$ cat src/rtl/isu_pkg.sv
package isu_pkg;
  localparam int unsigned STAT_W = 32;

  typedef enum logic [2:0] {
    EV_CMD_DONE  = 3'd0,
    EV_RX_OVR    = 3'd1,
    EV_TX_UND    = 3'd2,
    EV_POLL_TMO  = 3'd3,
    EV_CTRL_BAD  = 3'd4
  } chan_evt_e;

  // bits that hold state: channel groups plus the external field
  function automatic logic [STAT_W-1:0] impl_bits(int unsigned num_ch, int unsigned ch_evt,
                                                 int unsigned stride, int unsigned ext_lsb,
                                                 int unsigned ext_w);
    logic [STAT_W-1:0] m;
    m = '0;
    for (int unsigned c = 0; c < num_ch; c++)
      for (int unsigned k = 0; k < ch_evt; k++)
        m[c*stride+k] = 1'b1;
    for (int unsigned j = 0; j < ext_w; j++)
      m[ext_lsb+j] = 1'b1;
    return m;
  endfunction
endpackage

$ cat src/rtl/isu_evt_map.sv
module isu_evt_map #(
  parameter int unsigned NUM_CH  = 2,
  parameter int unsigned CH_EVT  = 5,
  parameter int unsigned STRIDE  = 8,
  parameter int unsigned EXT_W   = 8,
  parameter int unsigned EXT_LSB = 24,
  localparam int unsigned STAT_W = isu_pkg::STAT_W
) (
  input  logic [NUM_CH*CH_EVT-1:0] ch_evt_i,
  input  logic [EXT_W-1:0]         ext_evt_i,
  output logic [STAT_W-1:0]        evt_o
);
  logic [NUM_CH-1:0][STAT_W-1:0] grp_v;

  for (genvar c = 0; c < NUM_CH; c++) begin : g_ch
    always_comb begin
      grp_v[c] = '0;
      grp_v[c][c*STRIDE +: CH_EVT] = ch_evt_i[c*CH_EVT +: CH_EVT];
    end
  end

  always_comb begin
    evt_o = '0;
    evt_o[EXT_LSB +: EXT_W] = ext_evt_i;
    for (int unsigned c = 0; c < NUM_CH; c++) evt_o = evt_o | grp_v[c];
  end
endmodule

$ cat src/rtl/isu_raw_stat.sv
module isu_raw_stat #(
  parameter logic [isu_pkg::STAT_W-1:0] IMPL = '1,
  localparam int unsigned STAT_W = isu_pkg::STAT_W
) (
  input  logic              clk_i,
  input  logic              rst_ni,
  input  logic [STAT_W-1:0] evt_i,
  input  logic [STAT_W-1:0] clr_i,
  output logic [STAT_W-1:0] raw_o
);
  logic [STAT_W-1:0] raw_q;

  // set has priority over clear
  always_ff @(posedge clk_i or negedge rst_ni) begin
    if (!rst_ni) raw_q <= '0;
    else         raw_q <= (evt_i | (raw_q & ~clr_i)) & IMPL;
  end

  assign raw_o = raw_q;
endmodule

$ cat src/rtl/isu_mask_reg.sv
module isu_mask_reg #(
  localparam int unsigned STAT_W = isu_pkg::STAT_W
) (
  input  logic              clk_i,
  input  logic              rst_ni,
  input  logic              we_i,
  input  logic [STAT_W-1:0] wdata_i,
  output logic [STAT_W-1:0] mask_o
);
  always_ff @(posedge clk_i or negedge rst_ni) begin
    if (!rst_ni)   mask_o <= '0;
    else if (we_i) mask_o <= wdata_i;
  end
endmodule

$ cat src/rtl/isu_irq_out.sv
module isu_irq_out #(
  localparam int unsigned STAT_W = isu_pkg::STAT_W
) (
  input  logic              clk_i,
  input  logic              rst_ni,
  input  logic [STAT_W-1:0] masked_i,
  output logic              irq_o
);
  always_ff @(posedge clk_i or negedge rst_ni) begin
    if (!rst_ni) irq_o <= 1'b0;
    else         irq_o <= |masked_i;
  end
endmodule

$ cat src/rtl/isu_grp_irq.sv
module isu_grp_irq #(
  parameter int unsigned NUM_CH     = 2,
  parameter int unsigned CH_EVT     = 5,
  parameter int unsigned STRIDE     = 8,
  parameter int unsigned EXT_W      = 8,
  parameter int unsigned ADDR_W     = 5,
  parameter int unsigned OFS_RAW    = 'h08,
  parameter int unsigned OFS_MASKED = 'h0C,
  parameter int unsigned OFS_MASK   = 'h10,
  localparam int unsigned STAT_W    = isu_pkg::STAT_W,
  localparam int unsigned EXT_LSB   = STAT_W - EXT_W,
  localparam int unsigned CH_W      = NUM_CH * CH_EVT
) (
  input  logic              clk_i,
  input  logic              rst_ni,
  input  logic              we_i,
  input  logic [ADDR_W-1:0] addr_i,
  input  logic [STAT_W-1:0] wdata_i,
  output logic [STAT_W-1:0] rdata_o,
  input  logic [CH_W-1:0]   ch_evt_i,
  input  logic [EXT_W-1:0]  ext_evt_i,
  output logic              irq_o
);
  localparam logic [STAT_W-1:0] IMPL =
    isu_pkg::impl_bits(NUM_CH, CH_EVT, STRIDE, EXT_LSB, EXT_W);
  localparam logic [ADDR_W-1:0] A_RAW    = ADDR_W'(OFS_RAW);
  localparam logic [ADDR_W-1:0] A_MASKED = ADDR_W'(OFS_MASKED);
  localparam logic [ADDR_W-1:0] A_MASK   = ADDR_W'(OFS_MASK);

  logic [STAT_W-1:0] evt_v, clr_v, raw_q, mask_q, masked_v;
  logic              sel_raw, sel_mask;

  assign sel_raw  = we_i && (addr_i == A_RAW);
  assign sel_mask = we_i && (addr_i == A_MASK);
  assign clr_v    = sel_raw ? wdata_i : '0;

  isu_evt_map #(
    .NUM_CH(NUM_CH), .CH_EVT(CH_EVT), .STRIDE(STRIDE),
    .EXT_W(EXT_W), .EXT_LSB(EXT_LSB)
  ) u_map (
    .ch_evt_i (ch_evt_i),
    .ext_evt_i(ext_evt_i),
    .evt_o    (evt_v)
  );

  isu_raw_stat #(.IMPL(IMPL)) u_raw (
    .clk_i (clk_i),
    .rst_ni(rst_ni),
    .evt_i (evt_v),
    .clr_i (clr_v),
    .raw_o (raw_q)
  );

  isu_mask_reg u_mask (
    .clk_i  (clk_i),
    .rst_ni (rst_ni),
    .we_i   (sel_mask),
    .wdata_i(wdata_i),
    .mask_o (mask_q)
  );

  assign masked_v = raw_q & mask_q;

  isu_irq_out u_irq (
    .clk_i   (clk_i),
    .rst_ni  (rst_ni),
    .masked_i(masked_v),
    .irq_o   (irq_o)
  );

  always_comb begin
    rdata_o = '0;
    if (addr_i == A_RAW)         rdata_o = raw_q;
    else if (addr_i == A_MASKED) rdata_o = masked_v;
    else if (addr_i == A_MASK)   rdata_o = mask_q;
  end
endmodule

$ cat config.mk
export PLATFORM = sky130hd
export DESIGN_NAME = isu_grp_irq
export DESIGN_NICKNAME = d
export VERILOG_FILES = /design/src/rtl/isu_pkg.sv /design/src/rtl/isu_evt_map.sv /design/src/rtl/isu_raw_stat.sv /design/src/rtl/isu_mask_reg.sv /design/src/rtl/isu_irq_out.sv /design/src/rtl/isu_grp_irq.sv
export SDC_FILE = /design/constraint.sdc
export NUM_CORES = 1
export LEC_CHECK = 0
export BUFFER_PORTS_ARGS = -buffer_cell sky130_fd_sc_hd__buf_4
export CORE_UTILIZATION = 55
export CTS_BUF_LIST = sky130_fd_sc_hd__clkbuf_2
export DETAILED_ROUTE_END_ITERATION = 12
export HOLD_SLACK_MARGIN = 0.02
export PLACE_DENSITY = 0.95
export SLEW_MARGIN = 20
export SYNTH_ARGS = -nofsm -noshare
export SYNTH_HDL_FRONTEND = slang
export SYNTH_SLANG_ARGS = --single-unit
$ cat constraint.sdc
create_clock -name clk_i -period 2.3 [get_ports clk_i]
set_clock_uncertainty 0.05 [all_clocks]
set_input_delay 0.23 -clock clk_i [delete_from_list [all_inputs] [get_ports clk_i]]
set_output_delay 0.23 -clock clk_i [all_outputs]
set_load 0.03 [all_outputs]
; ---- Word level (Yosys, flattened, before mapping)
; Index checks and enable logic that the tools add are counted.
[word_totals]
ff_bits = 51
in_bits = 58
[op_classes]
eq_ne = 3
n_mux = 4
bitwise = 6
reduce_logical = 3
[ops]
columns = cell, count
row1 = $mux W32, 4
row2 = $and A32 B32 Y32, 2
row3 = $not A32 Y32, 1
row4 = $or A32 B13 Y32, 1
row5 = $or A32 B32 Y32, 1
row6 = $or A32 B5 Y32, 1
row7 = $reduce_or A32 Y1, 1
row8 = $eq A5 B4 Y1 const B, 2
row9 = $eq A5 B5 Y1 const B, 1
row10 = $logic_and A1 B1 Y1, 2

; ---- Logic depth before layout (Yosys ltp)
[logic_depth]
depth_word = 6
depth_mapped = 7

; ---- By module
; A second synthesis with hierarchy kept.
[unflattened]
cells_unflattened = 332
area_unflattened_um2 = 3529.6
[by_module_without_submodules]
columns = mod, n_inst, cells_each, area_per_inst_um2, seq_area_each_um2
row1 = isu_mask_reg, 1, 68, 1345.0, 800.8
row2 = isu_grp_irq, 1, 150, 1078.5, 0.0
row3 = isu_raw_stat, 1, 69, 762.0, 450.4
row4 = isu_evt_map, 1, 33, 244.0, 0.0
row5 = isu_irq_out, 1, 12, 100.1, 25.0

; ---- Worst setup path before layout
; Ideal clock, no wire load.
[synth_timing]
kind = input to output
from = in addr_i[3]
to = out rdata_o[10]
t_arrival_ns = 1.482
t_required_ns = 2.020
setup_slack_ns = 0.538
path_stages = 5
path_buffers = 2
path_cell_list = nor2b_1 > clkbuf_1 > buf_1 > a32oi_1 > nor2_1
[synth_between]
elab_chain_cells = 4
word_cells_on_any_way = 6
[synth_lines]
columns = item, line_no
row1 = "start, declared", isu_grp_irq.sv:17  ; input logic [ADDR_W-1:0] addr_i,
row2 = $eq A5 B5 Y1, isu_grp_irq.sv:75  ; else if (addr_i == A_MASK) rdata_o = mask_q;
row3 = $mux W32, isu_grp_irq.sv:75
row4 = $mux W32, isu_grp_irq.sv:74  ; else if (addr_i == A_MASKED) rdata_o = masked_v;
row5 = $mux W32 (*), isu_grp_irq.sv:73  ; if (addr_i == A_RAW) rdata_o = raw_q;
row6 = "end, declared", isu_grp_irq.sv:19  ; output logic [STAT_W-1:0] rdata_o,
; Every way passes the cells marked *; elsewhere a longest branch is shown, timed or not.

; ---- Worst setup path after layout
[layout_timing]
from = in addr_i[1]
to = reg u_raw.raw_q[12], in the netlist u_raw.raw_o[12]
[layout_between]
elab_chain_cells = 6
[layout_lines]
columns = item, line_no
row1 = $eq A5 B4 Y1, isu_grp_irq.sv:33  ; assign sel_raw = we_i && (addr_i == A_RAW);
row2 = $logic_and A1 B1 Y1, isu_grp_irq.sv:33
row3 = $mux W32, isu_grp_irq.sv:35  ; assign clr_v = sel_raw ? wdata_i : '0;
row4 = $not A32 Y32, isu_raw_stat.sv:16  ; else raw_q <= (evt_i | (raw_q & ~clr_i)) & IMPL;
row5 = $and A32 B32 Y32, isu_raw_stat.sv:16
row6 = $or A32 B32 Y32, isu_raw_stat.sv:16
row7 = "end signal, assigned", isu_raw_stat.sv:16
row8 = "end, declared", isu_raw_stat.sv:11  ; logic [STAT_W-1:0] raw_q;
; Every way passes these cells.
; A chain may end at the register's enable or synchronous reset.

==> flow_summary.json <==
{
  "dr_total_vias": 2454,
  "dp.final_hpwl_um": 4371,
  "fillCellCount": 165,
  "slew_at_the_pin_closest_to_its_max_slew_limit_ns": 0.6387,
  "areaGrowthSynthToFinish_pct": 54.76,
  "end_kind": "register",
  "reg2regPathDepth": 4,
  "floorplan.initialDensity_pct": 58.42,
  "cts_inserted_buffers": 5,
  "start_kind": "input port",
  "synth_area_per_cell_sq_um": 11.99,
  "multi_input_area_sq_um": 1251,
  "clock-sinks": 51,
  "cts.repair_timing.setup_buffer_count": 0,
  "reg_to_reg_endpoint": "u_irq.irq_o",
  "postRouteAntennaNets": 0,
  "overflow": 0,
  "cts-resized-gates": 0,
  "antenna_cells_inserted": 0,
  "hold_viol": 0,
  "ys_warn_count": 0,
  "boundaryPins": 91,
  "chipWidth_um": 70.94,
  "setup-tns-final_ns": 0,
  "synth_unique_cells": 25,
  "drv_slew": 0,
  "mappedNetlistArea_sq_um": 2614,
  "slew-limit-headroom_pct": 57.42,
  "min_period_over_period_pct": 86.54,
  "placer_s_final_routability_congestion_estimate": 0.8068,
  "grt_pass1_vias": 2690,
  "sequential_to_total_area_share_from_yosys_stat_pct": 48.83,
  "ff2ff_setup_slack_ns": 0.76,
  "worstPathRequired_ns": 2.59,
  "grt_pass1_wl_um": 13540,
  "grt_usage_pct": 36.28,
  "clock_insertion_delay_worst_skew_ns": 0.43,
  "cts-htree-levels": 2,
  "die_h_um": 70.94,
  "num_rows": 24,
  "setup-violations-final": 0,
  "gate_count_of_the_mapped_netlist": 218,
  "power_per_cell_area_nw_per_um2": 500.7,
  "viasPerCell": 5.734,
  "avgRoutedWirePerCell_um": 20.13,
  "placement.setup.worst_slack_ns": 0.3740,
  "drt-total-wl_um": 8616,
  "cp_max_fo": 19,
  "dr.pass1.iters": 9,
  "initial_antenna_violation_count": 0,
  "ys_ff_latch": 51,
  "cp.arrival_ns": 2.28,
  "design.die.area_sq_um": 5032,
  "outcome": "complete, but fails checks",
  "synth_fp_nets": 276,
  "stdcell_count": 428,
  "drt_drc_violations_left": 14,
  "ctsLongestPathBuffers": 2,
  "cp-startpoint": "addr_i[1]",
  "timing.rr.start": "u_raw.raw_o[28]",
  "clock_tree.root_cell": "sky130_fd_sc_hd__clkbuf_2",
  "clk_pin_slew_ns": 0.25,
  "core_area_sq_um": 4474,
  "first_iter_violations": 257,
  "period_minus_slack_ns": 1.990,
  "regArea_sq_um": 1276,
  "placement.io_buffers": 90,
  "rsz0062_at_grt": "false",
  "p_leak_nw": 1.865,
  "vdd.ir_drop.worst_uv": 335.8,
  "hold_path.class": "in -> async",
  "grt_start_max_net_pins": 52,
  "drive_gt1_share_pct": 36.44,
  "worstSetupPathType": "in -> reg",
  "max-cap-violations": 0,
  "final_common_cell": "sky130_fd_sc_hd__buf_4",
  "fin_nets": 433,
  "clock_tree_from_tritoncts": "built",
  "violated_checks": "DRC",
  "placed_cells_incl_taps": 351,
  "max_clock_freq_ghz": 0.5024,
  "setup_ws_ns": 0.3095,
  "layout_common_cells": "sky130_fd_sc_hd__buf_4, sky130_fd_sc_hd__dlygate4sd3_1, sky130_fd_sc_hd__dfrtp_1",
  "setup.worst_path.end": "u_raw.raw_o[12]"
}
## per-layer routing
layer	track usage [%]	up-vias	wire [um]
li1	-	1093	-
met1	40.97	1191	3210
met2	68.59	142	4579
met3	6.980	28	583
met4	11.78	0	243
met5	0	-	0
## critical path: stages
cell	delay, ns
sky130_fd_sc_hd__buf_4	0.11
sky130_fd_sc_hd__or2_1	0.24
sky130_fd_sc_hd__buf_4	0.22
sky130_fd_sc_hd__and4b_1	0.45
sky130_fd_sc_hd__buf_12	0.19
sky130_fd_sc_hd__nand2_1	0.07
sky130_fd_sc_hd__a21o_1	0.18
sky130_fd_sc_hd__dlygate4sd3_1	0.59
## synth_stat cells (all sizes together)
master | number | area [sq um]
a21o | 19 | 142.6
a221oi | 3 | 26.28
a22o | 3 | 26.28
a22oi | 3 | 22.52
a32oi | 18 | 157.7
and2 | 14 | 87.58
and2b | 1 | 8.760
and3 | 1 | 6.260
and4b | 1 | 10.01
buf | 8 | 63.80
clkbuf | 5 | 18.77
dfrtp | 51 | 1276
inv | 1 | 3.750
mux2 | 32 | 473.0
nand2 | 19 | 78.82
nand2b | 17 | 106.4
nand4 | 1 | 6.260
nor2 | 18 | 67.56
nor2b | 1 | 6.260
nor3b | 1 | 18.77
or2 | 1 | 6.260
## kinds of logic after synthesis
group	after synthesis	share of synthesized area [%]
muxes	32	18.09
buffers and inverters	14	3.303
AOI/OAI and AO/OA	46	14.36
DFF	51	48.83
and+or+nand+nor	75	15.41
## sequential cells by signal, indices dropped and copies added (netlist names)
register	flops
u_mask.mask_o	32
u_irq.irq_o	1
u_raw.raw_o	18
## worst min-delay path by stage
stage | startpoint | endpoint | slack [ns] | depth (start not counted)
after global routing | rst_ni | u_mask.mask_o[7] | 0.26 | 2
after CTS | rst_ni | u_raw.raw_o[8] | 0.27 | 2
after detailed placement | rst_ni | u_mask.mask_o[21] | 0.24 | 1
final | rst_ni | u_mask.mask_o[21] | 0.26 | 2
after floorplan | rst_ni | u_irq.irq_o | -0.12 | 0
after global placement | rst_ni | u_mask.mask_o[27] | 0.24 | 1
## power breakdown
part	internal [mW]	switching, mW	total [mW]
Combinational	0.351	0.208	0.559
Clock	0.0700	0.285	0.355
Sequential	1.01	0.103	1.11
Total	1.43	0.596	2.03
## timing repair
item,4_1_cts,5_1_grt
hold buffers,69,0
endpoints found under the hold margin,101,0
setup endpoints to repair,0,0
## metrics by stage
step	utilization (%)	power, mW	hold slack, ns	area, sq um
CTS	90.41	1.986	0.2654	4045
finish	90.41	2.025	0.2625	4045
global placement	74.08	1.543	0.2410	3314
detailed placement	74.08	1.571	0.2407	3314
global route	90.41	2.117	0.2589	4045
floorplan	-	1.388	-0.1156	2614
## final cells by class
type | count | area share [%]
Clock inverter | 3 | 0.3712
Multi-Input combinational cell | 153 | 30.93
Sequential cell | 51 | 31.55
Inverter | 1 | 0.09279
Clock buffer | 5 | 0.6186
Timing Repair Buffer | 163 | 34.83
Tap cell | 52 | 1.608
No activity file was read; power rests on OpenSTA's default activity.
